===== src/rtl/wrc_pkg.sv =====
package wrc_pkg;

  // Raw insertion depth: two positions per rank step, divergent loads one deeper.
  function automatic int unsigned raw_depth(input int unsigned rank, input logic coherent);
    return rank * 2 + (coherent ? 0 : 1);
  endfunction

  // Keep the fill inside the replaceable region and inside the list.
  function automatic int unsigned clamp_depth(input int unsigned raw, input int unsigned lock,
                                              input int unsigned ways);
    int unsigned d;
    d = raw;
    if (d < lock) d = lock;
    if (d > ways - 1) d = ways - 1;
    return d;
  endfunction

endpackage


===== src/rtl/wrc_chain_store.sv =====
module wrc_chain_store #(
  parameter int NUM_SETS = 4,
  parameter int NUM_WAYS = 4,
  localparam int SET_W = $clog2(NUM_SETS),
  localparam int WAY_W = $clog2(NUM_WAYS)
) (
  input  logic                              clk,
  input  logic                              rst_n,
  input  logic [SET_W-1:0]                  set_i,
  input  logic                              upd_en_i,
  input  logic [WAY_W-1:0]                  upd_from_i,
  input  logic [WAY_W-1:0]                  upd_to_i,
  output logic [NUM_WAYS-1:0][WAY_W-1:0]    rd_chain_o
);

  logic [NUM_WAYS-1:0][WAY_W-1:0] chain_q [NUM_SETS];
  logic [NUM_WAYS-1:0][WAY_W-1:0] nxt;
  logic [WAY_W-1:0]               moved_way;
  logic [NUM_WAYS-1:0]            used_ways;

  assign rd_chain_o = chain_q[set_i];
  assign moved_way  = rd_chain_o[upd_from_i];

  always_comb begin
    nxt = rd_chain_o;
    for (int p = 0; p < NUM_WAYS; p++) begin
      if (upd_from_i <= upd_to_i) begin
        if (p >= int'(upd_from_i) && p < int'(upd_to_i)) nxt[p] = rd_chain_o[WAY_W'(p + 1)];
      end else if (p > int'(upd_to_i) && p <= int'(upd_from_i)) begin
        nxt[p] = rd_chain_o[WAY_W'(p - 1)];
      end
    end
    nxt[upd_to_i] = moved_way;
  end

  always_ff @(posedge clk) begin
    if (!rst_n) begin
      for (int s = 0; s < NUM_SETS; s++)
        for (int p = 0; p < NUM_WAYS; p++)
          chain_q[s][p] <= WAY_W'(p);
    end else if (upd_en_i) begin
      chain_q[set_i] <= nxt;
    end
  end

  always_comb begin
    used_ways = '0;
    for (int p = 0; p < NUM_WAYS; p++) used_ways[rd_chain_o[p]] = 1'b1;
  end

  // the list of the addressed set stays a permutation of the ways
  a_r10_permutation: assert property (@(posedge clk) disable iff (!rst_n)
    $countones(used_ways) == NUM_WAYS);

  // a move to position 0 leaves the moved way at the MRU end
  a_r2_mru_landing: assert property (@(posedge clk) disable iff (!rst_n)
    (upd_en_i && upd_to_i == '0) |=> chain_q[$past(set_i)][0] == $past(moved_way));

endmodule


===== src/rtl/wrc_victim_pick.sv =====
module wrc_victim_pick #(
  parameter int NUM_WAYS = 4,
  localparam int WAY_W = $clog2(NUM_WAYS)
) (
  input  logic                           clk,
  input  logic                           rst_n,
  input  logic [NUM_WAYS-1:0][WAY_W-1:0] chain_i,
  input  logic [NUM_WAYS-1:0]            pend_i,
  input  logic [WAY_W-1:0]               lock_i,
  output logic                           found_o,
  output logic [WAY_W-1:0]               vpos_o,
  output logic [WAY_W-1:0]               vway_o
);

  // Scan from MRU to LRU; the last eligible slot wins, i.e. the deepest one.
  always_comb begin
    found_o = 1'b0;
    vpos_o  = '0;
    vway_o  = '0;
    for (int p = 0; p < NUM_WAYS; p++) begin
      if (p >= int'(lock_i) && !pend_i[chain_i[p]]) begin
        found_o = 1'b1;
        vpos_o  = WAY_W'(p);
        vway_o  = chain_i[p];
      end
    end
  end

  // a chosen victim never sits in the protected region
  a_r4_in_thrash_region: assert property (@(posedge clk) disable iff (!rst_n)
    found_o |-> vpos_o >= lock_i);

  // a way with an outstanding fill is never chosen
  a_r5_not_pending: assert property (@(posedge clk) disable iff (!rst_n)
    found_o |-> !pend_i[vway_o]);

endmodule


===== src/rtl/wrc_part_tuner.sv =====
module wrc_part_tuner #(
  parameter int NUM_WAYS = 4,
  parameter int WINDOW   = 8,
  parameter int HI_RATIO = 2,
  parameter int LO_RATIO = 1,
  localparam int WAY_W = $clog2(NUM_WAYS),
  localparam int CNT_W = $clog2(WINDOW + 1)
) (
  input  logic             clk,
  input  logic             rst_n,
  input  logic             acc_en_i,
  input  logic             acc_hit_i,
  input  logic             acc_fill_i,
  output logic [WAY_W-1:0] lock_o
);

  localparam logic [WAY_W-1:0] LOCK_MIN  = WAY_W'(1);
  localparam logic [WAY_W-1:0] LOCK_MAX  = WAY_W'(NUM_WAYS - 1);
  localparam logic [WAY_W-1:0] LOCK_INIT = WAY_W'(NUM_WAYS / 2);

  logic [CNT_W-1:0] acc_cnt, hit_cnt, fill_cnt;
  logic [CNT_W-1:0] hit_n, fill_n;
  logic             window_end, widen, narrow;

  assign hit_n      = hit_cnt + CNT_W'(acc_hit_i);
  assign fill_n     = fill_cnt + CNT_W'(acc_fill_i);
  assign window_end = acc_en_i && (acc_cnt == CNT_W'(WINDOW - 1));
  assign widen      = window_end && (32'(hit_n) > HI_RATIO * 32'(fill_n));
  assign narrow     = window_end && (32'(hit_n) < LO_RATIO * 32'(fill_n));

  always_ff @(posedge clk) begin
    if (!rst_n) begin
      acc_cnt  <= '0;
      hit_cnt  <= '0;
      fill_cnt <= '0;
      lock_o   <= LOCK_INIT;
    end else if (acc_en_i) begin
      if (window_end) begin
        acc_cnt  <= '0;
        hit_cnt  <= '0;
        fill_cnt <= '0;
        if (widen && lock_o < LOCK_MAX) lock_o <= lock_o + 1'b1;
        else if (narrow && lock_o > LOCK_MIN) lock_o <= lock_o - 1'b1;
      end else begin
        acc_cnt  <= acc_cnt + 1'b1;
        hit_cnt  <= hit_n;
        fill_cnt <= fill_n;
      end
    end
  end

  // boundary stays inside its range
  a_r8_lock_range: assert property (@(posedge clk) disable iff (!rst_n)
    lock_o >= LOCK_MIN && lock_o <= LOCK_MAX);

  // boundary moves by at most one step
  a_r8_single_step: assert property (@(posedge clk) disable iff (!rst_n)
    lock_o != $past(lock_o) |-> (lock_o == $past(lock_o) + 1'b1 || lock_o + 1'b1 == $past(lock_o)));

  // boundary only moves when a sampled window closes
  a_r9_only_at_window: assert property (@(posedge clk) disable iff (!rst_n)
    !window_end |=> $stable(lock_o));

endmodule


===== src/rtl/warp_repl_ctrl.sv =====
module warp_repl_ctrl #(
  parameter int NUM_SETS    = 4,
  parameter int NUM_WAYS    = 4,
  parameter int RANK_W      = 2,
  parameter int SAMPLE_SETS = 1,
  parameter int WINDOW      = 8,
  parameter int HI_RATIO    = 2,
  parameter int LO_RATIO    = 1,
  localparam int SET_W = $clog2(NUM_SETS),
  localparam int WAY_W = $clog2(NUM_WAYS)
) (
  input  logic                clk,
  input  logic                rst_n,
  input  logic                req_valid_i,
  input  logic [SET_W-1:0]    req_set_i,
  input  logic                req_hit_i,
  input  logic [WAY_W-1:0]    req_hit_way_i,
  input  logic [RANK_W-1:0]   req_rank_i,
  input  logic                req_coherent_i,
  input  logic [NUM_WAYS-1:0] pend_ways_i,
  output logic                vict_vld_o,
  output logic [WAY_W-1:0]    vict_way_o,
  output logic                bypass_o,
  output logic [WAY_W-1:0]    ins_depth_o,
  output logic [WAY_W-1:0]    part_lock_o
);
  import wrc_pkg::*;

  logic [NUM_WAYS-1:0][WAY_W-1:0] chain;
  logic             hit_req, miss_req, found, alloc, no_candidate;
  logic [WAY_W-1:0] hit_pos, vpos, vway, depth;
  logic [WAY_W-1:0] upd_from, upd_to;
  logic             sampled;

  assign hit_req      = req_valid_i && req_hit_i;
  assign miss_req     = req_valid_i && !req_hit_i;
  assign alloc        = miss_req && found;
  assign no_candidate = miss_req && !found;
  assign sampled      = req_valid_i && (32'(req_set_i) < SAMPLE_SETS);

  always_comb begin
    hit_pos = '0;
    for (int p = 0; p < NUM_WAYS; p++)
      if (chain[p] == req_hit_way_i) hit_pos = WAY_W'(p);
  end

  assign depth = WAY_W'(clamp_depth(raw_depth(32'(req_rank_i), req_coherent_i),
                                    32'(part_lock_o), NUM_WAYS));

  assign upd_from = hit_req ? hit_pos : vpos;
  assign upd_to   = hit_req ? '0 : depth;

  wrc_chain_store #(.NUM_SETS(NUM_SETS), .NUM_WAYS(NUM_WAYS)) u_store (
    .clk        (clk),
    .rst_n      (rst_n),
    .set_i      (req_set_i),
    .upd_en_i   (hit_req || alloc),
    .upd_from_i (upd_from),
    .upd_to_i   (upd_to),
    .rd_chain_o (chain)
  );

  wrc_victim_pick #(.NUM_WAYS(NUM_WAYS)) u_pick (
    .clk     (clk),
    .rst_n   (rst_n),
    .chain_i (chain),
    .pend_i  (pend_ways_i),
    .lock_i  (part_lock_o),
    .found_o (found),
    .vpos_o  (vpos),
    .vway_o  (vway)
  );

  wrc_part_tuner #(.NUM_WAYS(NUM_WAYS), .WINDOW(WINDOW),
                   .HI_RATIO(HI_RATIO), .LO_RATIO(LO_RATIO)) u_tuner (
    .clk        (clk),
    .rst_n      (rst_n),
    .acc_en_i   (sampled),
    .acc_hit_i  (hit_req),
    .acc_fill_i (alloc),
    .lock_o     (part_lock_o)
  );

  always_ff @(posedge clk) begin
    if (!rst_n) begin
      vict_vld_o  <= 1'b0;
      vict_way_o  <= '0;
      bypass_o    <= 1'b0;
      ins_depth_o <= '0;
    end else begin
      vict_vld_o  <= alloc;
      vict_way_o  <= alloc ? vway : '0;
      bypass_o    <= no_candidate;
      ins_depth_o <= alloc ? depth : '0;
    end
  end

  // bypass and victim are exclusive
  a_r5_bypass_excl: assert property (@(posedge clk) disable iff (!rst_n)
    bypass_o |-> !vict_vld_o);

  // a miss with no candidate is reported as bypass one cycle later
  a_r7_bypass_timing: assert property (@(posedge clk) disable iff (!rst_n)
    no_candidate |=> bypass_o);

  // reported depth lies between the boundary used and the last position
  a_r6_depth_range: assert property (@(posedge clk) disable iff (!rst_n)
    vict_vld_o |-> (ins_depth_o >= $past(part_lock_o) && 32'(ins_depth_o) <= NUM_WAYS - 1));

  // a hit never produces a victim or a bypass
  a_r2_hit_quiet: assert property (@(posedge clk) disable iff (!rst_n)
    hit_req |=> (!vict_vld_o && !bypass_o));

endmodule


===== config.mk =====
export PLATFORM = sky130hd
export DESIGN_NAME = warp_repl_ctrl
export DESIGN_NICKNAME = d
export VERILOG_FILES = /design/src/rtl/wrc_pkg.sv /design/src/rtl/wrc_chain_store.sv /design/src/rtl/wrc_victim_pick.sv /design/src/rtl/wrc_part_tuner.sv /design/src/rtl/warp_repl_ctrl.sv
export SDC_FILE = /design/constraint.sdc
export NUM_CORES = 1
export LEC_CHECK = 0
export CORE_MARGIN = 2
export CORE_UTILIZATION = 40
export DETAILED_ROUTE_END_ITERATION = 6
export PLACE_DENSITY = 0.6
export SLEW_MARGIN = 20
export SYNTH_ARGS = -nofsm -noshare
export SYNTH_HDL_FRONTEND = slang
export SYNTH_HIERARCHICAL = 1
export SYNTH_SLANG_ARGS = --single-unit

===== constraint.sdc =====
create_clock -name clk -period 4.4 [get_ports clk]
set_input_delay 0.88 -clock clk [delete_from_list [all_inputs] [get_ports clk]]
set_output_delay 0.88 -clock clk [all_outputs]
set_load 0.01 [all_outputs]

; ---- Word-level counts from Yosys, hierarchy flattened
; Memory sizes are Yosys's and may differ from the RTL's.
; Cells that the tools add are included.
[word_totals]
reg_bits = 20
latchBits = 0
ram_bits = 32
rom_bits = 0
inputBits = 15
out_inout_bits = 8
word_cells = 133
mem_count = 1
[op_classes]
add_sub_neg = 6
multipliers = 0
n_div = 0
n_lt_le_gt_ge = 30
eq_ne = 4
shifts = 0
mux = 54
bitwise_logic = 0
n_reduce_logical = 30
[memory_table]
columns = memory, words, word_bits, rd, rd_ports_with_merged_regs, write_ports, line_no
row1 = u_store.chain_q, 4, 8, 1, 0, 4, wrc_chain_store.sv:16  ; logic [NUM_WAYS-1:0][WAY_W-1:0] chain_q [NUM_SETS];
[ops]
columns = operator, n
row1 = 2-to-1 mux 2 bit, 26
row2 = logical AND 1 bit, 20
row3 = "< comparator 2 x 3 -> 1 bit, second input constant", 6
row4 = 2-to-1 mux 1 bit, 16
row5 = 2-to-1 mux 4 bit, 4
row6 = adder 4 x 1 -> 4 bit, 2
row7 = binary-select mux 1 bit (select 2 bit), 4
row8 = bitwise mux 8 bit, 1
row9 = ">= comparator 1 x 2 -> 1 bit, first input constant", 4
row10 = 2-to-1 mux 8 bit, 1
row11 = OR reduction 8 bit, 1
row12 = equality test 2 bit, 3
row13 = greater-than comparator 4 x 5 -> 1 bit, 1
row14 = zero test 1 bit, 5
row15 = adder 3 x 1 -> 4 bit, 1
row16 = "adder 4 x 1 -> 4 bit, second input constant", 1
row17 = binary-select mux 2 bit (select 2 bit), 1
row18 = demux 2 bit (select 2 bit), 1
row19 = "equality test 4 x 3 -> 1 bit, second input constant", 1
row20 = ">= comparator 2 bit, first input constant", 2
row21 = "greater-than comparator 2 bit, first input constant", 2
row22 = "greater-than comparator 4 x 2 -> 1 bit, second input constant", 1
row23 = "less-or-equal comparator 2 bit, first input constant", 2
row24 = "< comparator 1 x 2 -> 1 bit, first input constant", 2
row25 = other kinds (16), 16

; ---- Logic depth before layout (Yosys ltp)
; Gate-level depths: netlist of run 1.
; An unclocked memory read counts as a cell.
[depth]
ltp_word = 16
ltp_mapped = 20
depth_no_buf = 17

; ---- Modules after synthesis
; Netlist of run 1, hierarchy kept.
[modules_own_cells]
columns = module, n_inst, cells_per_inst, area_per_inst_um2, seq_area_each_um2
row1 = wrc_chain_store, 1, 180, 2059.5, 960.9
row2 = wrc_part_tuner, 1, 101, 915.9, 280.3
row3 = warp_repl_ctrl, 1, 42, 355.3, 120.1
row4 = wrc_victim_pick, 1, 38, 309.0, 0.0

; ---- Worst setup path before layout of run 1
; OpenSTA, ideal clock, no wires.
[synth_timing]
path_type = in2reg
startpoint = input req_set_i[1]
endpoint = register u_tuner.lock_o[0]
setup_time_ps = 72
arrival_ps = 4418
required_time_ps = 4328
slack_ps = -90
cell_stages = 17
n_path_buf = 2
path_cell_list = buf_2 clkbuf_1 mux2_2 inv_1 mux2i_1 mux2i_4 nand2_2 or3_1 and3b_1 ha_1 ha_1 xnor2_1 ha_1 a41oi_1 nand4_2 a21oi_1 mux2i_1
[synth_lines]
columns = element, line_no
row1 = "start, declared", warp_repl_ctrl.sv:15  ; input logic [SET_W-1:0] req_set_i,
row2 = "end signal, assigned", wrc_part_tuner.sv:42  ; if (widen && lock_o < LOCK_MAX) lock_o <= lock_o + 1'b1;
row3 = "end signal, assigned", wrc_part_tuner.sv:43  ; else if (narrow && lock_o > LOCK_MIN) lock_o <= lock_o - 1'b1;
row4 = "end, declared", wrc_part_tuner.sv:14  ; output logic [WAY_W-1:0] lock_o

==> reports/qor.txt, run 1 <==
Critical path class: in -> reg
Pre-CTS setup slack: -0.745 ns
Clock buffer depth: 2
Tightest Pin Transition: 0.698 ns
RD Place Congestion: 0.924
RSZ-0062 raised after global routing: yes
Placed Cells: 550
Vias in the first global route: 3180
Finished Core Util: 55.3%
Die Y: 99.4 µm
Initial antenna violation count: 0
Clk pwr share: 25.0%
Worst hold path type: reg -> reg
Clock Sinks: 52
CTS Buf Count: 5
Post-synthesis cell count: 361
Internal power: 0.000812 W
Fmax: 0.231 GHz
Design Area, Final: 4850 µm²
1st-pass router iterations: 5
Static Leak: 1.85 nW
Synth Warn #: 6
Main synth FF type: edfxtp_1
Outcome: finished, final reports clean
Sequential share of power: 45.6%
Final hold vios: 0
Detailed placement HPWL: 7.56 mm
CP required: 4.64 ns
Setup ws final: 0.0638 ns
CP arrival: 4.58 ns
Antenna-violating nets left: 0
Final worst path period need: 4.34 ns
Crit path cell chain: clkdlybuf4s15_2 -> bufbuf_16 -> mux2i_2 -> mux2_2 -> inv_2 -> mux2i_4 -> mux2i_4 -> nand2_2 -> or3_4 -> and3b_1 -> ha_2 -> ha_4 -> xnor2_4 -> ha_1 -> a211oi_2 -> o211ai_1 -> a21oi_2 -> mux2i_1
DRT iter0 DRCs: 239
TritonCTS clock tree: done
Area after DPL: 4520 µm²
Number of max-cap violations: 0
Worst-Skew Late Latency: 0.32 ns
Number of enable flip-flop cells after synthesis: 32
Root Driver: clkbuf_8
Largest net degree at the start of global routing: 27
Drt drc: 0
Clk slew on worst S/H paths: 0.10 ns
Fin nets: 486
PwrDens: 241 nW/µm²
Post-route clock period utilization: 98.5%
Antenna diodes: 0
Peak supply drop: 0.149 mV
Switching power: 0.000358 W
Die W: 99.4 µm
Mapped Nets: 392
Via Count: 3159
Async SR Flop Fraction: 0%
Core area: 8760 µm²
Finished Layout Cells: 564
Sum Neg Setup Slack: 0 ns
Input/output buffers: 22
DR vias/cell: 5.60
Endpoints failing setup: 0
Share of cells above drive strength 1: 32.9%
Drt total wl: 10.0 mm
Synthesized cell area: 3640 µm²
Combinational Power Share: 29.4%
Mean Syn Cell Area: 10.1 µm²
Worst Clk Skew: 0.0166 ns
H-tree depth: 2
Library cells used by synthesis: 67
Starting density of the core: 41.5%
DIE AREA: 9880 µm²
Global-route wire length before repair: 16.2 mm
Cell row count: 34
Worst Setup End Kind: flop
CP max-delay cell: or3_4
Most common cell on crit path: mux2i_4
Share of the yosys chip area belonging to registers: 37.4%
Slowest stage delay, CP: 0.39 ns
Crit start category: input pin
Synth Register Bits: 52
WL per Instance: 17.8 µm
Max-slew headroom: 53.3%
Fin. max-slew vios: 0
CP Max Fanout: 6
Switching Fraction: 30.6%
IO Count: 23
Area growth from synthesis to layout: 33.2%
All-layer global routing usage: 20.9%
# fillers: 776
Remaining Overflow, GRT: 0
-- synth_stat cells (all sizes together), types with 3 or more instances --
cell type	number	area, µm²
or2	4	25.0
inv	15	56.3
nor2	25	93.8
xnor2	9	86.3
xor2	3	26.3
clkbuf	5	18.8
o21ai	9	48.8
mux2i	22	245
o211ai	10	75.1
nand2b	12	75.1
o2111ai	4	35.0
edfxtp	32	961
a21oi	12	63.8
dfxtp	20	400
nor3	14	70.1
buf	9	76.3
nor3b	3	22.5
a211oi	7	52.6
and3	5	31.3
nor2b	6	37.5
nand4	5	37.5
mux2	14	161
ha	16	200
a21boi	9	67.6
nand3	10	55.1
nand2	36	138
o22ai	6	43.8
and2	5	31.3
mux4	4	90.1
-- stage by stage --
stage,power [W],hold WS [ns]
6_report,0.00117,0.503
5_1_grt,0.00122,0.533
4_1_cts,0.00117,0.501
3_5_place_dp,0.000868,0.483
3_3_place_gp,0.000862,0.469
2_1_floorplan,0.000718,0.458
-- cells in the final DEF (no fill, tap or decap), types with 6 or more instances in the layout --
master / instances
a21boi_0: 7
xnor2_1: 7
a21oi_1: 9
nor3_1: 14
a211oi_1: 6
edfxtp_1: 32
clkdlybuf4s50_1: 20
mux2_2: 11
nand2_1: 35
ha_1: 11
mux2i_1: 15
nand3_1: 9
inv_1: 11
o211ai_1: 10
dfxtp_1: 20
nand2b_1: 12
nor2_1: 25
buf_4: 72
-- power by group through the flow --
stage          clock (W)  sequential (W)  combinational (W)
5_1_grt         0.000316        0.000535           0.000369
6_report        0.000293        0.000534           0.000344
4_1_cts         0.000299        0.000534           0.000335
2_1_floorplan          0        0.000544           0.000174
3_3_place_gp           0        0.000545           0.000317
3_5_place_dp           0        0.000545           0.000324
-- layer usage --
metal | global-route usage [%] | routed length (µm) | up-vias
met4 | 7.48 | 284 | 0
met5 | 0 | 0 | -
met3 | 3.02 | 357 | 23
met2 | 34.6 | 4750 | 80
met1 | 27.9 | 4640 | 1522
li1 | - | - | 1534
-- registers in the layout, indices dropped and copies added, names as in the netlist --
register	count
ins_depth_o	2
vict_vld_o	1
u_tuner/fill_cnt	4
u_store/chain_q	32
vict_way_o	2
u_tuner/hit_cnt	4
u_tuner/lock_o	2
u_tuner/acc_cnt	4
bypass_o	1
-- final cells by class --
| type | count | area, µm² | area share, % |
|---|---|---|---|
| multi-input combinational | 279 | 2280 | 47.1 |
| sequential | 52 | 1360 | 28.1 |
| timing repair buffer | 101 | 908 | 18.7 |
| tap | 108 | 135 | 2.79 |
| clock buffer | 5 | 68.8 | 1.42 |
| inverter | 16 | 65.1 | 1.34 |
| clock inverter | 3 | 26.3 | 0.542 |
-- final timing paths --
path / from / to / slack (ns) / depth (start not counted)
worst min register to register: u_tuner/acc_cnt[1] / u_tuner/acc_cnt[1] / 0.50 / 2
worst max-delay path: req_set_i[0] / u_tuner/lock_o[0] / 0.06 / 18
worst min-delay path: u_tuner/acc_cnt[1] / u_tuner/acc_cnt[1] / 0.50 / 2
worst max register to register: u_store/chain_q[3][5] / u_tuner/lock_o[0] / 0.67 / 15
-- cell families (layout without fill, tap and decap cells) --
kind of cell             count (synthesis)  after routing  share of synthesized area [%]
adder cells (fa/ha/maj)                 16             16                           5.50
AND/OR/NAND/NOR                        137            137                           19.7
buffers and inverters                   30            125                           4.26
AO/OA/AOI/OAI                           74             74                           16.4
XOR/XNOR                                12             12                           3.09
flip-flops                              52             52                           37.4
multiplexers                            40             40                           13.6
-- worst max-delay path: cells and delay by family --
family,cells,cell delay (ns)
simple gates,3,0.68
xor+xnor,1,0.15
mux,5,1.05
compound gates,3,0.59
buf+inv,3,0.57
fa+ha+maj,3,0.63
-- repair_timing --
action,4_1_cts,5_1_grt
endpoints found under the hold margin,0,0
gates resized for setup,16,21
gates cloned,1,0
setup endpoints to repair,22,20
pin swaps,5,12
setup buffers,2,3
hold buffers,0,0
Power figures use the tool's default switching activity.
==> inputs of run 2 (changes only) <==
- SKIP_LAST_GASP: unset -> 1
==> reports/qor.txt, run 2 (same netlist as run 1, synthesis figures left out) <==
Outcome: finished, final reports clean
WL per Instance: 17.8 µm
Max-slew headroom: 53.1%
Crit start category: input pin
Worst hold path type: reg -> reg
Cell row count: 34
Tightest Pin Transition: 0.700 ns
PwrDens: 241 nW/µm²
Input/output buffers: 22
Worst Clk Skew: 0.0167 ns
Root Driver: clkbuf_8
Fmax: 0.231 GHz
TritonCTS clock tree: done
Max reg flops: 32
Register area: 1360 µm²
GR Util met2: 34.6%
Worst Reg-to-Reg Cells: 15
Largest net degree at the start of global routing: 27
Worst r2r src: u_store/chain_q[3][5]
Die Y: 99.4 µm
Worst Setup End Kind: flop
RD Place Congestion: 0.924
Starting density of the core: 41.5%
R2R Setup Slk: 0.69 ns
Final worst path period need: 4.34 ns
All-layer global routing usage: 20.9%
Post-route clock period utilization: 98.6%
Met1 Usage GRT: 27.9%
Initial antenna violation count: 0
Remaining Overflow, GRT: 0
Fin nets: 486
CP Max Fanout: 6
Critical path class: in -> reg
Sum Neg Setup Slack: 0 ns
Drt drc: 0
CTS Buf Count: 5
Fin. max-slew vios: 0
Most frequent cells in the layout: buf_4 (72), nand2_1 (35), edfxtp_1 (32), nor2_1 (25)
Die W: 99.4 µm
Largest reg by FF count: u_store/chain_q
Antenna-violating nets left: 0
Clock Sinks: 52
Antenna diodes: 0
Detailed placement HPWL: 7.56 mm
Multi-input logic area: 2280 µm²
Number of max-cap violations: 0
Peak supply drop: 0.149 mV
CP Launch Point: req_set_i[0]
RSZ-0062 raised after global routing: yes
Hold-fix buffers, CTS: 0
Endpoints failing setup: 0
Global-route wire length before repair: 16.2 mm
CP required: 4.64 ns
Worst-Skew Late Latency: 0.32 ns
Drt total wl: 10.0 mm
Share of cells above drive strength 1: 32.9%
DRT iter0 DRCs: 234
Clk slew on worst S/H paths: 0.10 ns
CP arrival: 4.58 ns
Area growth from synthesis to layout: 33.2%
Core area: 8760 µm²
# fillers: 776
Clock buffer depth: 2
Final hold vios: 0
Vias in the first global route: 3180
Design Area, Final: 4850 µm²
DR vias/cell: 5.60
Worst setup path end: u_tuner/lock_o[0]
Area after DPL: 4520 µm²
Static Leak: 1.85 nW
Via Count: 3159
Global route hottest layer: met2
IO Count: 23
Worst hold slack: 0.503 ns
H-tree depth: 2
Commonest non-fill, non-tap cell in the layout: buf_4
1st-pass router iterations: 5
R2r endpoint: u_tuner/lock_o[0]
DIE AREA: 9880 µm²
Grt met3 use: 3.02%
## run 2: cell counts in the layout (fill, tap and decap cells not counted)
No cell type changed its count.
## run 2: metal layers
layer / up-vias / wire length, µm
met1: 1522 / 4640
met3: 23 / 351
met5: - / 0
li1: 1534 / -
met4: 0 / 284
met2: 80 / 4760
## run 2: power breakdown
group	switching (W)	internal [W]
registers	0.00000451	0.000529
clock network	0.000177	0.000116
logic	0.000176	0.000167
## run 2: through the flow
step	util, %	std cells	worst slack [ns]	power (W)
2_1_floorplan	-	361	0.00317	0.000718
3_3_place_gp	51.6	550	-0.615	0.000862
6_report	55.3	564	0.0633	0.00117
5_1_grt	55.3	564	-0.0621	0.00122
3_5_place_dp	51.6	550	-0.745	0.000868
4_1_cts	53.7	561	-0.00710	0.00117
## run 2: what timing repair did
item,4_1_cts,5_1_grt
resized for setup,16,21
endpoints found under the setup margin,22,20
buffers inserted,2,3
gates cloned,1,0
pin swaps,5,11
## run 2: how the worst min path moves through the flow
| stage | startpoint | depth (start not counted) | end |
|---|---|---|---|
| 2_1_floorplan | u_tuner/fill_cnt[0] | 2 | u_tuner/fill_cnt[0] |
| 3_3_place_gp | u_tuner/hit_cnt[0] | 2 | u_tuner/hit_cnt[0] |
| 3_5_place_dp | u_tuner/fill_cnt[0] | 2 | u_tuner/fill_cnt[0] |
| 4_1_cts | u_tuner/fill_cnt[0] | 2 | u_tuner/fill_cnt[0] |
| 5_1_grt | u_tuner/acc_cnt[1] | 2 | u_tuner/acc_cnt[1] |
| 6_report | u_tuner/acc_cnt[1] | 2 | u_tuner/acc_cnt[1] |
## run 2: layout make-up
type / count / area share, %
clock buffers: 5 / 1.42
clock inverters: 3 / 0.542
flip-flops and latches: 52 / 28.1
repair buffers: 101 / 18.7
well taps: 108 / 2.79
multi-input cells: 279 / 47.1
inverters: 16 / 1.34
## run 2: critical path, cell delays in order
cell             delay (ns)
clkdlybuf4s15_2        0.22
bufbuf_16              0.27
buf_4                  0.12
mux4_2                 0.56
nor2b_4                0.17
o2bb2ai_4              0.18
or3_4                  0.40
and3b_1                0.21
ha_2                   0.22
ha_4                   0.18
xnor2_4                0.15
ha_1                   0.23
a211oi_2               0.23
o211ai_1               0.17
a21oi_2                0.19
mux2i_1                0.19
==> inputs of run 3 (changes only) <==
- REMOVE_ABC_BUFFERS: unset -> 1
- SKIP_LAST_GASP: 1 -> unset
==> reports/qor.txt, run 3 (same netlist as run 1, synthesis figures left out) <==
Clock buffer depth: 2
Outcome: finished, final reports clean
Core area: 8760 µm²
Global-route wire length before repair: 15.1 mm
Vias in the first global route: 3013
Detailed placement HPWL: 7.15 mm
Area growth from synthesis to layout: 31.2%
Starting density of the core: 41.5%
Max reg flops: 32
Largest reg by FF count: u_store/chain_q
Antenna diodes: 0
Share of cells above drive strength 1: 32.3%
Post-route clock period utilization: 98.5%
Worst Reg-to-Reg Cells: 15
Most frequent cells in the layout: buf_4 (66), nand2_1 (35), edfxtp_1 (32), nor2_1 (25)
Clk pwr share: 24.9%
Remaining Overflow, GRT: 0
Number of max-cap violations: 0
Largest net degree at the start of global routing: 27
Internal power: 0.000802 W
Initial antenna violation count: 0
Area after DPL: 4450 µm²
1st-pass router iterations: 4
WL per Instance: 16.9 µm
R2r endpoint: u_tuner/lock_o[0]
Drt drc: 0
Pre-CTS setup slack: -0.769 ns
Worst-Skew Late Latency: 0.31 ns
Worst Clk Skew: 0.0108 ns
TritonCTS clock tree: done
Worst setup path end: u_tuner/lock_o[0]
Top Family by Delay on Critical Path: multiplexers
Buf+Inv Stages, Crit Path: 3
Commonest non-fill, non-tap cell in the layout: buf_4
Final hold vios: 0
All-layer global routing usage: 19.5%
Design Area, Final: 4780 µm²
Root Driver: clkbuf_8
Slowest stage delay, CP: 0.40 ns
Crit path cell chain: dlygate4sd2_1 -> buf_6 -> mux2_4 -> mux2_4 -> mux2i_4 -> a22oi_4 -> nand2_2 -> or3_4 -> and3b_2 -> ha_2 -> ha_4 -> inv_2 -> ha_4 -> a211oi_2 -> o211ai_1 -> a21oi_2 -> mux2i_1
Worst r2r src: u_store/chain_q[0][4]
Die W: 99.4 µm
H-tree depth: 2
Sequential share of power: 46.5%
CP Max Fanout: 8
Input/output buffers: 22
Peak supply drop: 0.155 mV
Tightest Pin Transition: 0.605 ns
Clock Sinks: 52
Final worst path period need: 4.33 ns
CP max-delay cell: or3_4
CP Launch Point: req_set_i[0]
IO Count: 23
Worst Setup End Kind: flop
Static Leak: 1.82 nW
Clk slew on worst S/H paths: 0.10 ns
Combinational Power Share: 28.5%
Fmax: 0.231 GHz
Endpoints failing setup: 0
Via Count: 3078
PwrDens: 240 nW/µm²
CP arrival: 4.57 ns
Switching Fraction: 30.0%
Antenna-violating nets left: 0
Switching power: 0.000343 W
DR vias/cell: 5.50
RD Place Congestion: 0.885
Crit start category: input pin
Finished Layout Cells: 560
DRT iter0 DRCs: 181
Max-slew headroom: 59.5%
Crit. path cell count: 17
Worst hold path type: reg -> reg
Critical path class: in -> reg
R2R Setup Slk: 0.68 ns
DIE AREA: 9880 µm²
RSZ-0062 raised after global routing: yes
Fin nets: 482
CP required: 4.64 ns
Setup ws final: 0.0668 ns
Drt total wl: 9.46 mm
Fin. max-slew vios: 0
Placed Cells: 546
Die Y: 99.4 µm
CTS Buf Count: 5
Cell row count: 34
-- run 3: per-layer routing --
layer	global-route usage (%)	share of wire [%]
met1	26.5	45
met2	33.2	49
met3	2.81	5.1
met4	4.00	0.58
met5	0	0
-- run 3: tightest hold or removal path: stages (launching register included) --
cell	delay, ns
dfxtp_1	0.33
nand2b_1	0.06
a21boi_0	0.06
-- run 3: cell type report --
type                            count  area [µm²]
Fill cell                         771        3990
Multi-Input combinational cell    279        2290
Sequential cell                    52        1360
Timing Repair Buffer               97         830
Tap cell                          108         135
Clock buffer                        5        68.8
Inverter                           16        60.1
Clock inverter                      3        26.3
-- run 3: repair_timing --
item | CTS | global route
hold buffers | 0 | 0
resized for setup | 24 | 20
endpoints found under the setup margin | 27 | 18
buffers inserted | 3 | 2
pin swaps | 11 | 8
cloned | 0 | 1
-- run 3: power by group through the flow --
stage               combinational [W]  sequential, W  clock, W
CTS                          0.000317       0.000533  0.000298
floorplan                    0.000160       0.000544         0
global route                 0.000355       0.000534  0.000316
detailed placement           0.000304       0.000544         0
global placement             0.000301       0.000544         0
finish                       0.000327       0.000533  0.000285
-- run 3: worst min path at each step --
stage,startpoint,to,cells after the start
2_1_floorplan,u_tuner/fill_cnt[0],u_tuner/fill_cnt[0],2
3_3_place_gp,u_tuner/hit_cnt[0],u_tuner/hit_cnt[0],2
3_5_place_dp,u_tuner/hit_cnt[0],u_tuner/hit_cnt[0],2
4_1_cts,u_tuner/hit_cnt[0],u_tuner/hit_cnt[0],2
5_1_grt,u_tuner/hit_cnt[0],u_tuner/hit_cnt[0],2
6_report,u_tuner/hit_cnt[0],u_tuner/hit_cnt[0],2
-- run 3: stage by stage --
| step | util (%) | power [W] | hold slack (ns) | setup TNS (ns) |
|---|---|---|---|---|
| final | 54.5 | 0.00115 | 0.488 | 0 |
| after floorplan | - | 0.000703 | 0.458 | 0 |
| after CTS | 53.3 | 0.00115 | 0.493 | 0 |
| after global placement | 50.8 | 0.000845 | 0.470 | -22.45 |
| after detailed placement | 50.8 | 0.000848 | 0.475 | -19.30 |
| after global routing | 54.5 | 0.00120 | 0.525 | -0.0509 |
